===== config.mk =====
export PLATFORM = sky130hd
export DESIGN_NAME = dsl_clklane_ctrl
export DESIGN_NICKNAME = d
export VERILOG_FILES = /design/src/rtl/dsl_clk_pkg.sv /design/src/rtl/dsl_settle_timer.sv /design/src/rtl/dsl_lane_seq.sv /design/src/rtl/dsl_byte_gate.sv /design/src/rtl/dsl_clklane_ctrl.sv
export SDC_FILE = /design/constraint.sdc
export NUM_CORES = 1
export LEC_CHECK = 0
export ABC_AREA = 1
export ABC_CLOCK_PERIOD_IN_PS = 2520
export BUFFER_PORTS_ARGS = -buffer_cell sky130_fd_sc_hd__clkbuf_2
export CAP_MARGIN = 20
export CORE_UTILIZATION = 48
export CTS_CLUSTER_SIZE = 40
export DETAILED_ROUTE_END_ITERATION = 10
export PLACE_DENSITY = 0.84
export SYNTH_ARGS = -nofsm -noshare
export SYNTH_HDL_FRONTEND = slang
export SYNTH_HIERARCHICAL = 1
export SYNTH_SLANG_ARGS = --single-unit

===== constraint.sdc =====
create_clock -name clk -period 2.52 [get_ports clk]
set_input_delay 0.504 -clock clk [delete_from_list [all_inputs] [get_ports clk]]
set_output_delay 0.504 -clock clk [all_outputs]
set_load 0.1 [all_outputs]

===== src/rtl/dsl_clk_pkg.sv =====
// Shared types for the clock-lane sequencer.
// Assumes: nothing beyond IEEE 1800-2017.
package dsl_clk_pkg;
    typedef enum logic [1:0] {
        ST_IDLE  = 2'd0,
        ST_PREP  = 2'd1,
        ST_SEND  = 2'd2,
        ST_TRAIL = 2'd3
    } lane_st_e;
endpackage


===== src/rtl/dsl_settle_timer.sv =====
// Down-counter for clock prepare and trail windows.
// Loading value N and then running gives N+1 cycles before done is seen.
// Assumes: load and run are never needed in the same cycle for two windows.
module dsl_settle_timer #(
    parameter int CNT_W = 8
) (
    input  logic             clk,
    input  logic             rst_n,
    input  logic             load,
    input  logic [CNT_W-1:0] load_val,
    input  logic             run,
    output logic             done
);
    logic [CNT_W-1:0] cnt_q;

    // Count down toward zero while a window is open; reload on request.
    always_ff @(posedge clk) begin
        if (!rst_n)
            cnt_q <= '0;
        else if (load)
            cnt_q <= load_val;
        else if (run && (cnt_q != '0))
            cnt_q <= cnt_q - 1'b1;
    end

    assign done = (cnt_q == '0);
endmodule


===== src/rtl/dsl_lane_seq.sv =====
// Clock-lane and data-lane mode sequencer.
// Holds the latched clock mode, the HS clock state, the packet speed and
// the phase (idle, prepare, send, trail).
// Assumes: the source holds req and req_hs until the grant; bytes end with src_last.
module dsl_lane_seq
    import dsl_clk_pkg::*;
#(
    parameter int CNT_W = 8
) (
    input  logic             clk,
    input  logic             rst_n,
    input  logic             link_en,
    input  logic             cfg_tx_only,
    input  logic             req,
    input  logic             req_hs,
    input  logic             src_valid,
    input  logic             src_last,
    input  logic [CNT_W-1:0] prep_cnt,
    input  logic [CNT_W-1:0] trail_cnt,
    output logic             pkt_ack,
    output logic             src_ready,
    output logic             lane_hs,
    output logic             clk_on,
    output logic             busy
);
    lane_st_e         state_q, state_d;
    logic             clk_on_q, clk_on_d;
    logic             tx_only_q, tx_only_d;
    logic             hs_q, hs_d;
    logic             acc_idle, acc_trail, end_pkt;
    logic             tmr_load, tmr_done, tmr_run;
    logic [CNT_W-1:0] tmr_val;

    // Grant decisions and end of packet.
    always_comb begin
        acc_idle  = link_en && req && (state_q == ST_IDLE);
        acc_trail = link_en && req && req_hs && (state_q == ST_TRAIL);
        end_pkt   = (state_q == ST_SEND) && src_valid && src_last;
    end

    // Next phase, clock state, mode latch and timer loads.
    always_comb begin
        state_d   = state_q;
        clk_on_d  = clk_on_q;
        tx_only_d = tx_only_q;
        hs_d      = hs_q;
        tmr_load  = 1'b0;
        tmr_val   = prep_cnt;
        if (!link_en) begin
            state_d   = ST_IDLE;
            clk_on_d  = 1'b0;
            tx_only_d = cfg_tx_only;
            hs_d      = 1'b0;
        end else begin
            case (state_q)
                ST_IDLE: begin
                    clk_on_d = !tx_only_q || (acc_idle && req_hs);
                    if (acc_idle) begin
                        hs_d = req_hs;
                        if (req_hs && !clk_on_q) begin
                            state_d  = ST_PREP;
                            tmr_load = 1'b1;
                        end else begin
                            state_d = ST_SEND;
                        end
                    end else begin
                        tx_only_d = cfg_tx_only;
                    end
                end
                ST_PREP: begin
                    if (tmr_done)
                        state_d = ST_SEND;
                end
                ST_SEND: begin
                    if (end_pkt) begin
                        if (hs_q && tx_only_q) begin
                            state_d  = ST_TRAIL;
                            tmr_load = 1'b1;
                            tmr_val  = trail_cnt;
                        end else begin
                            state_d = ST_IDLE;
                        end
                    end
                end
                ST_TRAIL: begin
                    if (acc_trail) begin
                        state_d = ST_SEND;
                        hs_d    = 1'b1;
                    end else if (tmr_done) begin
                        state_d  = ST_IDLE;
                        clk_on_d = 1'b0;
                    end
                end
                default: state_d = ST_IDLE;
            endcase
        end
    end

    // State registers; transmit-only is the safe mode out of reset.
    always_ff @(posedge clk) begin
        if (!rst_n) begin
            state_q   <= ST_IDLE;
            clk_on_q  <= 1'b0;
            tx_only_q <= 1'b1;
            hs_q      <= 1'b0;
        end else begin
            state_q   <= state_d;
            clk_on_q  <= clk_on_d;
            tx_only_q <= tx_only_d;
            hs_q      <= hs_d;
        end
    end

    assign tmr_run = (state_q == ST_PREP) || (state_q == ST_TRAIL);

    dsl_settle_timer #(.CNT_W(CNT_W)) i_settle_timer (
        .clk      (clk),
        .rst_n    (rst_n),
        .load     (tmr_load),
        .load_val (tmr_val),
        .run      (tmr_run),
        .done     (tmr_done)
    );

    // Port view of the sequencer state.
    assign pkt_ack   = acc_idle || acc_trail;
    assign src_ready = (state_q == ST_SEND);
    assign lane_hs   = src_ready && hs_q;
    assign clk_on    = clk_on_q;
    assign busy      = (state_q != ST_IDLE);


    cont_clk_hold_chk: assert property (@(posedge clk) disable iff (!rst_n)
        $fell(clk_on_q) |-> ($past(tx_only_q) || !$past(link_en)));


    hs_needs_clk_chk: assert property (@(posedge clk) disable iff (!rst_n)
        lane_hs |-> clk_on_q);


    mode_frozen_chk: assert property (@(posedge clk) disable iff (!rst_n)
        (busy && $past(busy)) |-> $stable(tx_only_q));


    ack_single_chk: assert property (@(posedge clk) disable iff (!rst_n)
        pkt_ack |=> !pkt_ack);


    txonly_idle_lp11_chk: assert property (@(posedge clk) disable iff (!rst_n)
        ((state_q == ST_IDLE) && $past(state_q == ST_IDLE) && tx_only_q && $past(tx_only_q))
        |-> !clk_on_q);


    lp_keeps_stop_chk: assert property (@(posedge clk) disable iff (!rst_n)
        (src_ready && !hs_q && tx_only_q) |-> !clk_on_q);
endmodule


===== src/rtl/dsl_byte_gate.sv =====
// Byte gate between the packet source and the data lanes.
// Passes bytes through only while the sequencer has the gate open.
// Assumes: the downstream lane logic takes a byte in every cycle it is valid.
module dsl_byte_gate #(
    parameter int DATA_W = 8
) (
    input  logic              gate_open,
    input  logic              src_valid,
    input  logic [DATA_W-1:0] src_data,
    output logic              lane_valid,
    output logic [DATA_W-1:0] lane_data
);
    // Forward the byte when open; hold the lanes quiet otherwise.
    always_comb begin
        lane_valid = gate_open && src_valid;
        lane_data  = gate_open ? src_data : '0;
    end
endmodule


===== src/rtl/dsl_clklane_ctrl.sv =====
// Top of the clock-lane controller: sequencer plus byte gate.
// Assumes: cfg_clk_mode and the settle counts come from a control register
// owned elsewhere; the counts stay stable while a window is open.
module dsl_clklane_ctrl #(
    parameter int DATA_W = 8,
    parameter int CNT_W  = 8
) (
    input  logic              clk,
    input  logic              rst_n,
    input  logic              link_en,
    input  logic              cfg_clk_mode,
    input  logic [CNT_W-1:0]  prep_cnt,
    input  logic [CNT_W-1:0]  trail_cnt,
    input  logic              pkt_req,
    input  logic              pkt_hs,
    output logic              pkt_ack,
    input  logic              src_valid,
    input  logic [DATA_W-1:0] src_data,
    input  logic              src_last,
    output logic              src_ready,
    output logic              lane_valid,
    output logic [DATA_W-1:0] lane_data,
    output logic              lane_hs,
    output logic              clk_running,
    output logic              clk_lp11,
    output logic              busy
);
    logic clk_on;

    dsl_lane_seq #(.CNT_W(CNT_W)) i_lane_seq (
        .clk         (clk),
        .rst_n       (rst_n),
        .link_en     (link_en),
        .cfg_tx_only (cfg_clk_mode),
        .req         (pkt_req),
        .req_hs      (pkt_hs),
        .src_valid   (src_valid),
        .src_last    (src_last),
        .prep_cnt    (prep_cnt),
        .trail_cnt   (trail_cnt),
        .pkt_ack     (pkt_ack),
        .src_ready   (src_ready),
        .lane_hs     (lane_hs),
        .clk_on      (clk_on),
        .busy        (busy)
    );

    dsl_byte_gate #(.DATA_W(DATA_W)) i_byte_gate (
        .gate_open  (src_ready),
        .src_valid  (src_valid),
        .src_data   (src_data),
        .lane_valid (lane_valid),
        .lane_data  (lane_data)
    );

    // The clock lane is in LP-11 exactly when the HS clock is stopped.
    assign clk_running = clk_on;
    assign clk_lp11    = !clk_on;
endmodule


Word-level counts from Yosys, hierarchy flattened
Cells that the tools add are included.
- $add $sub $neg: 1
- multipliers: 0
- divide/modulo/power cells: 0
- $lt $le $gt $ge: 0
- equal/unequal tests: 12
- shift-type cells: 0
- mux-type cells: 30
- bitwise logic cells: 0
- reductions and logical operators: 27
- operators with widths (cell ; count):
    $mux 8 ; 7
    $mux 2 ; 7
    $mux 1 ; 12
    $logic_and 1x1->1 ; 11
    $ne 2x2->1 const B ; 5
    $logic_not 8->1 ; 1
    $pmux 2 s4 ; 1
    $reduce_bool 8->1 ; 1
    $sub 8x1->8 const B ; 1
    $ne 2x1->1 const B ; 3
    $pmux 1 s2 ; 3
    $reduce_and 3->1 ; 2
    $reduce_bool 2->1 ; 3
    $eq 2x2->1 const B ; 2
    $reduce_and 2->1 ; 2
    $reduce_and 4->1 ; 1
    $logic_or 1x1->1 ; 3
    $ne 3x2->1 const B ; 1
    $eq 2x1->1 const B ; 1
    $logic_not 1->1 ; 2
    $logic_not 2->1 ; 1
- flip-flop bits (word level): 13
- latch bits: 0
- bits in writable memories: 0
- memory bits (read-only): 0
- bits of input ports: 32
- output and inout port bits: 15
- word-level logic and storage cells: 75
- memories: 0

Depth between registers and ports, before layout
- depth in word-level cells: 7
- mapped depth: 12
- gate-level depth less buffers: 11

Modules after synthesis
The synthesis kept the hierarchy.
- by module, submodules not included (module ; instances ; cells each ; area an instance (sq um) ; sequential area each (sq um)):
    dsl_settle_timer ; 1 ; 104 ; 600.6 ; 160.2
    dsl_lane_seq ; 1 ; 90 ; 509.2 ; 100.1
    dsl_byte_gate ; 1 ; 19 ; 78.8 ; 0.0
    dsl_clklane_ctrl ; 1 ; 1 ; 3.8 ; 0.0

Worst setup path before layout
OpenSTA, ideal clock, no wires.
- path type: reg2out
- start point: register i_lane_seq.state_q[1]
- end point: output lane_hs
- arrival time: 2.539 ns
- setup slack: -0.523 ns
- stages on the path, launching flop included: 3
- buffers on the path: 0
- cells stage by stage: dfxtp_1 inv_2 nor3_1
- word-level cells in the longest chain between the ends: 2
- ends and longest elaborated chain (element ; line ; text):
    from (decl) ; dsl_lane_seq.sv:26 ; lane_st_e state_q, state_d;
    from (signal assigned) ; dsl_lane_seq.sv:107 ; state_q <= state_d;
    $eq 2x2->1 ; dsl_lane_seq.sv:127 ; assign src_ready = (state_q == ST_SEND);
    $logic_and 1x1->1 ; dsl_lane_seq.sv:128 ; assign lane_hs = src_ready && hs_q;
    to (decl) ; dsl_clklane_ctrl.sv:23 ; output logic lane_hs,
Every way passes these cells.

Worst setup path in the final report
- start point: register i_lane_seq.state_q[1]
- end point: output lane_data[5]
- word-level cells in the longest chain between the ends: 2
- ends and longest elaborated chain (element ; line ; text):
    $eq 2x2->1 ; dsl_lane_seq.sv:127 ;
    $mux 8 ; dsl_byte_gate.sv:16 ; lane_data = gate_open ? src_data : '0;
    to (decl) ; dsl_clklane_ctrl.sv:22 ; output logic [DATA_W-1:0] lane_data,
Every way passes these cells.

==> metrics.txt <==
status completed; most common cell after layout, fill and taps aside nand2_1; final clock skew 2.03 ps; Synth Register Bits 13; Compound-Gate Fraction of Synth Area under 10%; Worst Hold End i_lane_seq/tx_only_q; crit path launch type flop; clock power share 22.6%; Yosys cell types 25; Cell Chain, Critical Path inv_2, nor2_4, nand2_1, inv_1, clkbuf_2; final cell utilization of the core around 65%; mux contribution to synthesized area 0%; Worst-Margin Slew roughly 540 ps; number of CTS-inserted buffers 3; Routed Antenna Nets 0; Avg Cell Area, Syn approximately 5.6 sq um; Hold Path Origin cfg_clk_mode; GRT Total Usage 23.9%; yosys warns 6; CTS max path bufs 2; # DRC 0; RePlAce Congestion 0.966; Post-Synth Adder-Cell Area under 10%; initial core utilization roughly 52%; H-tree levels 1; relative slew slack between 60% and 70%; Worst Setup Slack post-DPL ~470 ps; fillers approximately 230; Switching Share a little over two fifths; Inst Count DP about 290; final hold slack 491 ps; Layout area overhead 23.7%; sequential power share roughly 38%; Post-CTS Setup Bufs 0; fmax 454 MHz; Core Box Area about 2300 sq um; initial antenna violation count 0; DIE AREA about 2700 sq um; Max rail drop VDD 0.307 mV; Period Utilization, post-route between 80 and 90%; RSZ-0062 raised after global routing no; most frequent cells in the layout nand2_1, clkbuf_2, inv_1, nand3_1, nor2_1; CTS tree built; Seq/Total Area, Yosys ~22%; max-slew violation count 0; Crit. End Element primary output; CP max stage cell dfxtp_1; nets 296; Synth Net Count around 250; arrival time worst endpoint ~1700 ps; DRT Pass-1 Iters 4; hold buffer count at CTS 0; NetSw between 0.2 and 0.3 mW; Final Setup Violations 0; reg2reg start i_lane_seq/state_q[1]; Hold/Removal Path Class in2reg; largest family of logic cells by synthesized area simple AND/OR/NAND/NOR gates; Simple-Gate Fraction of Synth Area around 55%; fin cells between 200 and 300; die width 51.8 um; vias in the first global route 1218; min Tclk post-route roughly 2200 ps; Setup CP Type reg2out; Worst EP required just over 2000 ps; clk_lat worst skew between 200 and 300 ps; Comb pwr share ~40%; clk root buf clkbuf_4; antenna cells 0; ratio of cells with drive above 1 in the final layout about a quarter; die height ~52 um; Hold Path Cell Cnt 3; DRT Wirelength ~2.8 mm; Worst path max stage delay approximately 480 ps; cells on worst reg2reg path 11; synthesized cell area between 1000 and 1500 sq um; worst reg-to-reg setup slack ~570 ps; post-CTS sizing 0; first-pass GRT wire length ~4.8 mm; largest net degree at the start of global routing 15; XOR/XNOR share of the synthesized area less than 1%; vias 1412; post-route cell area 1480 sq um; Remaining Overflow, GRT 0; I/O pin total 47; P_leak roughly 0.9 nW; P_int roughly 0.35 mW; Routed wire per std cell 9.67 um; port buffer count 46; CP max FO 12; total power ~0.6 mW; vias per cell a little under 5; final hold vios 0; placed cell area between 1000 and 1500 sq um; Starting DRT DRC Count 29; PnR worst setup slack 319 ps; Post-DP HPWL 2.31 mm; clk slew on worst S/H paths 80 ps; Pwr Density roughly 410 nW/um^2; Row Count 17; Syn Inst Count 214; final setup TNS 0 ps; reg-to-reg endpoint i_lane_seq/i_settle_timer/cnt_q[2]; Clock Sinks 13; number of max-cap violations 0
[per-layer routing]
metal	vias up	track usage [%]	share of wire (%)
li1	757	-	-
met1	594	32.0	48
met2	59	38.5	45
met3	2	2.92	7.0
met4	0	9.46	0.72
met5	-	0	0
[cell type report]
class / instances / area, sq um / share of cell area (%)
Sequential cell: 13 / 260 / 17.6
Clock buffer: 4 / 26.3 / 1.78
Tap cell: 28 / 35.0 / 2.37
Inverter: 38 / 144 / 9.75
Timing Repair Buffer: 47 / 240 / 16.3
Multi-Input combinational cell: 159 / 769 / 52.2
[kinds of logic (layout without fill, tap and decap cells)]
kind of cell	count (synthesis)	in the layout
and+or+nand+nor	143	143
buffers and inverters	42	89
AOI/OAI and AO/OA	13	13
DFF	13	13
adders and majority gates	2	2
xor gates and xnor gates	1	1
[state kept, by name, indices dropped and copies added (netlist names)]
register and flops:
i_lane_seq/i_settle_timer/cnt_q 8, i_lane_seq/hs_q 1, i_lane_seq/state_q 2, i_lane_seq/clk_on 1
i_lane_seq/tx_only_q 1
[cells in the mapped netlist]
| cell type | number | area [sq um] |
|---|---|---|
| dfxtp_1 | 13 | 260 |
| nor3_1 | 2 | 10.0 |
| nor2_8 | 1 | 20.0 |
| a21oi_1 | 6 | 30.0 |
| o211ai_1 | 2 | 15.0 |
| ha_1 | 2 | 25.0 |
| clkinv_1 | 3 | 11.3 |
| clkbuf_1 | 2 | 7.51 |
| nor2_4 | 2 | 22.5 |
| xnor2_1 | 1 | 8.76 |
| nand2_1 | 79 | 297 |
| buf_6 | 1 | 11.3 |
| nor2_1 | 20 | 75.1 |
| nand2_2 | 2 | 12.5 |
| o21ai_1 | 2 | 10.0 |
| clkinv_2 | 1 | 5.00 |
| nand4_1 | 4 | 25.0 |
| o21ai_0 | 3 | 15.0 |
| buf_2 | 1 | 5.00 |
| nand3_4 | 1 | 17.5 |
| inv_2 | 4 | 15.0 |
| nand3_1 | 27 | 135 |
| nor2_2 | 2 | 12.5 |
| nand2_4 | 3 | 33.8 |
| inv_1 | 30 | 113 |
[power by group through the flow]
stage | registers (mW) | logic, mW | clock network, mW
2_1_floorplan | 0.233 | 0.176 | 0
3_3_place_gp | 0.231 | 0.234 | 0
3_5_place_dp | 0.231 | 0.237 | 0
4_1_cts | 0.226 | 0.238 | 0.137
5_1_grt | 0.227 | 0.263 | 0.141
6_report | 0.226 | 0.238 | 0.136
[critical path: cells and delay by family, from the launching register on]
| family | cells | cell delay (ps) |
|---|---|---|
| and+or+nand+nor | 2 | 320 |
| DFF | 1 | 480 |
| buffers and inverters | 3 | 610 |
[how the worst max path moves through the flow]
stage | from | to | slack (ps)
2_1_floorplan | i_lane_seq/state_q[1] | lane_data[0] | 120
3_3_place_gp | link_en | i_lane_seq/i_settle_timer/cnt_q[2] | 530
3_5_place_dp | link_en | i_lane_seq/i_settle_timer/cnt_q[1] | 470
4_1_cts | i_lane_seq/state_q[1] | lane_data[5] | 300
5_1_grt | i_lane_seq/state_q[1] | lane_data[1] | 190
6_report | i_lane_seq/state_q[1] | lane_data[5] | 320
Power figures use the tool's default switching activity.
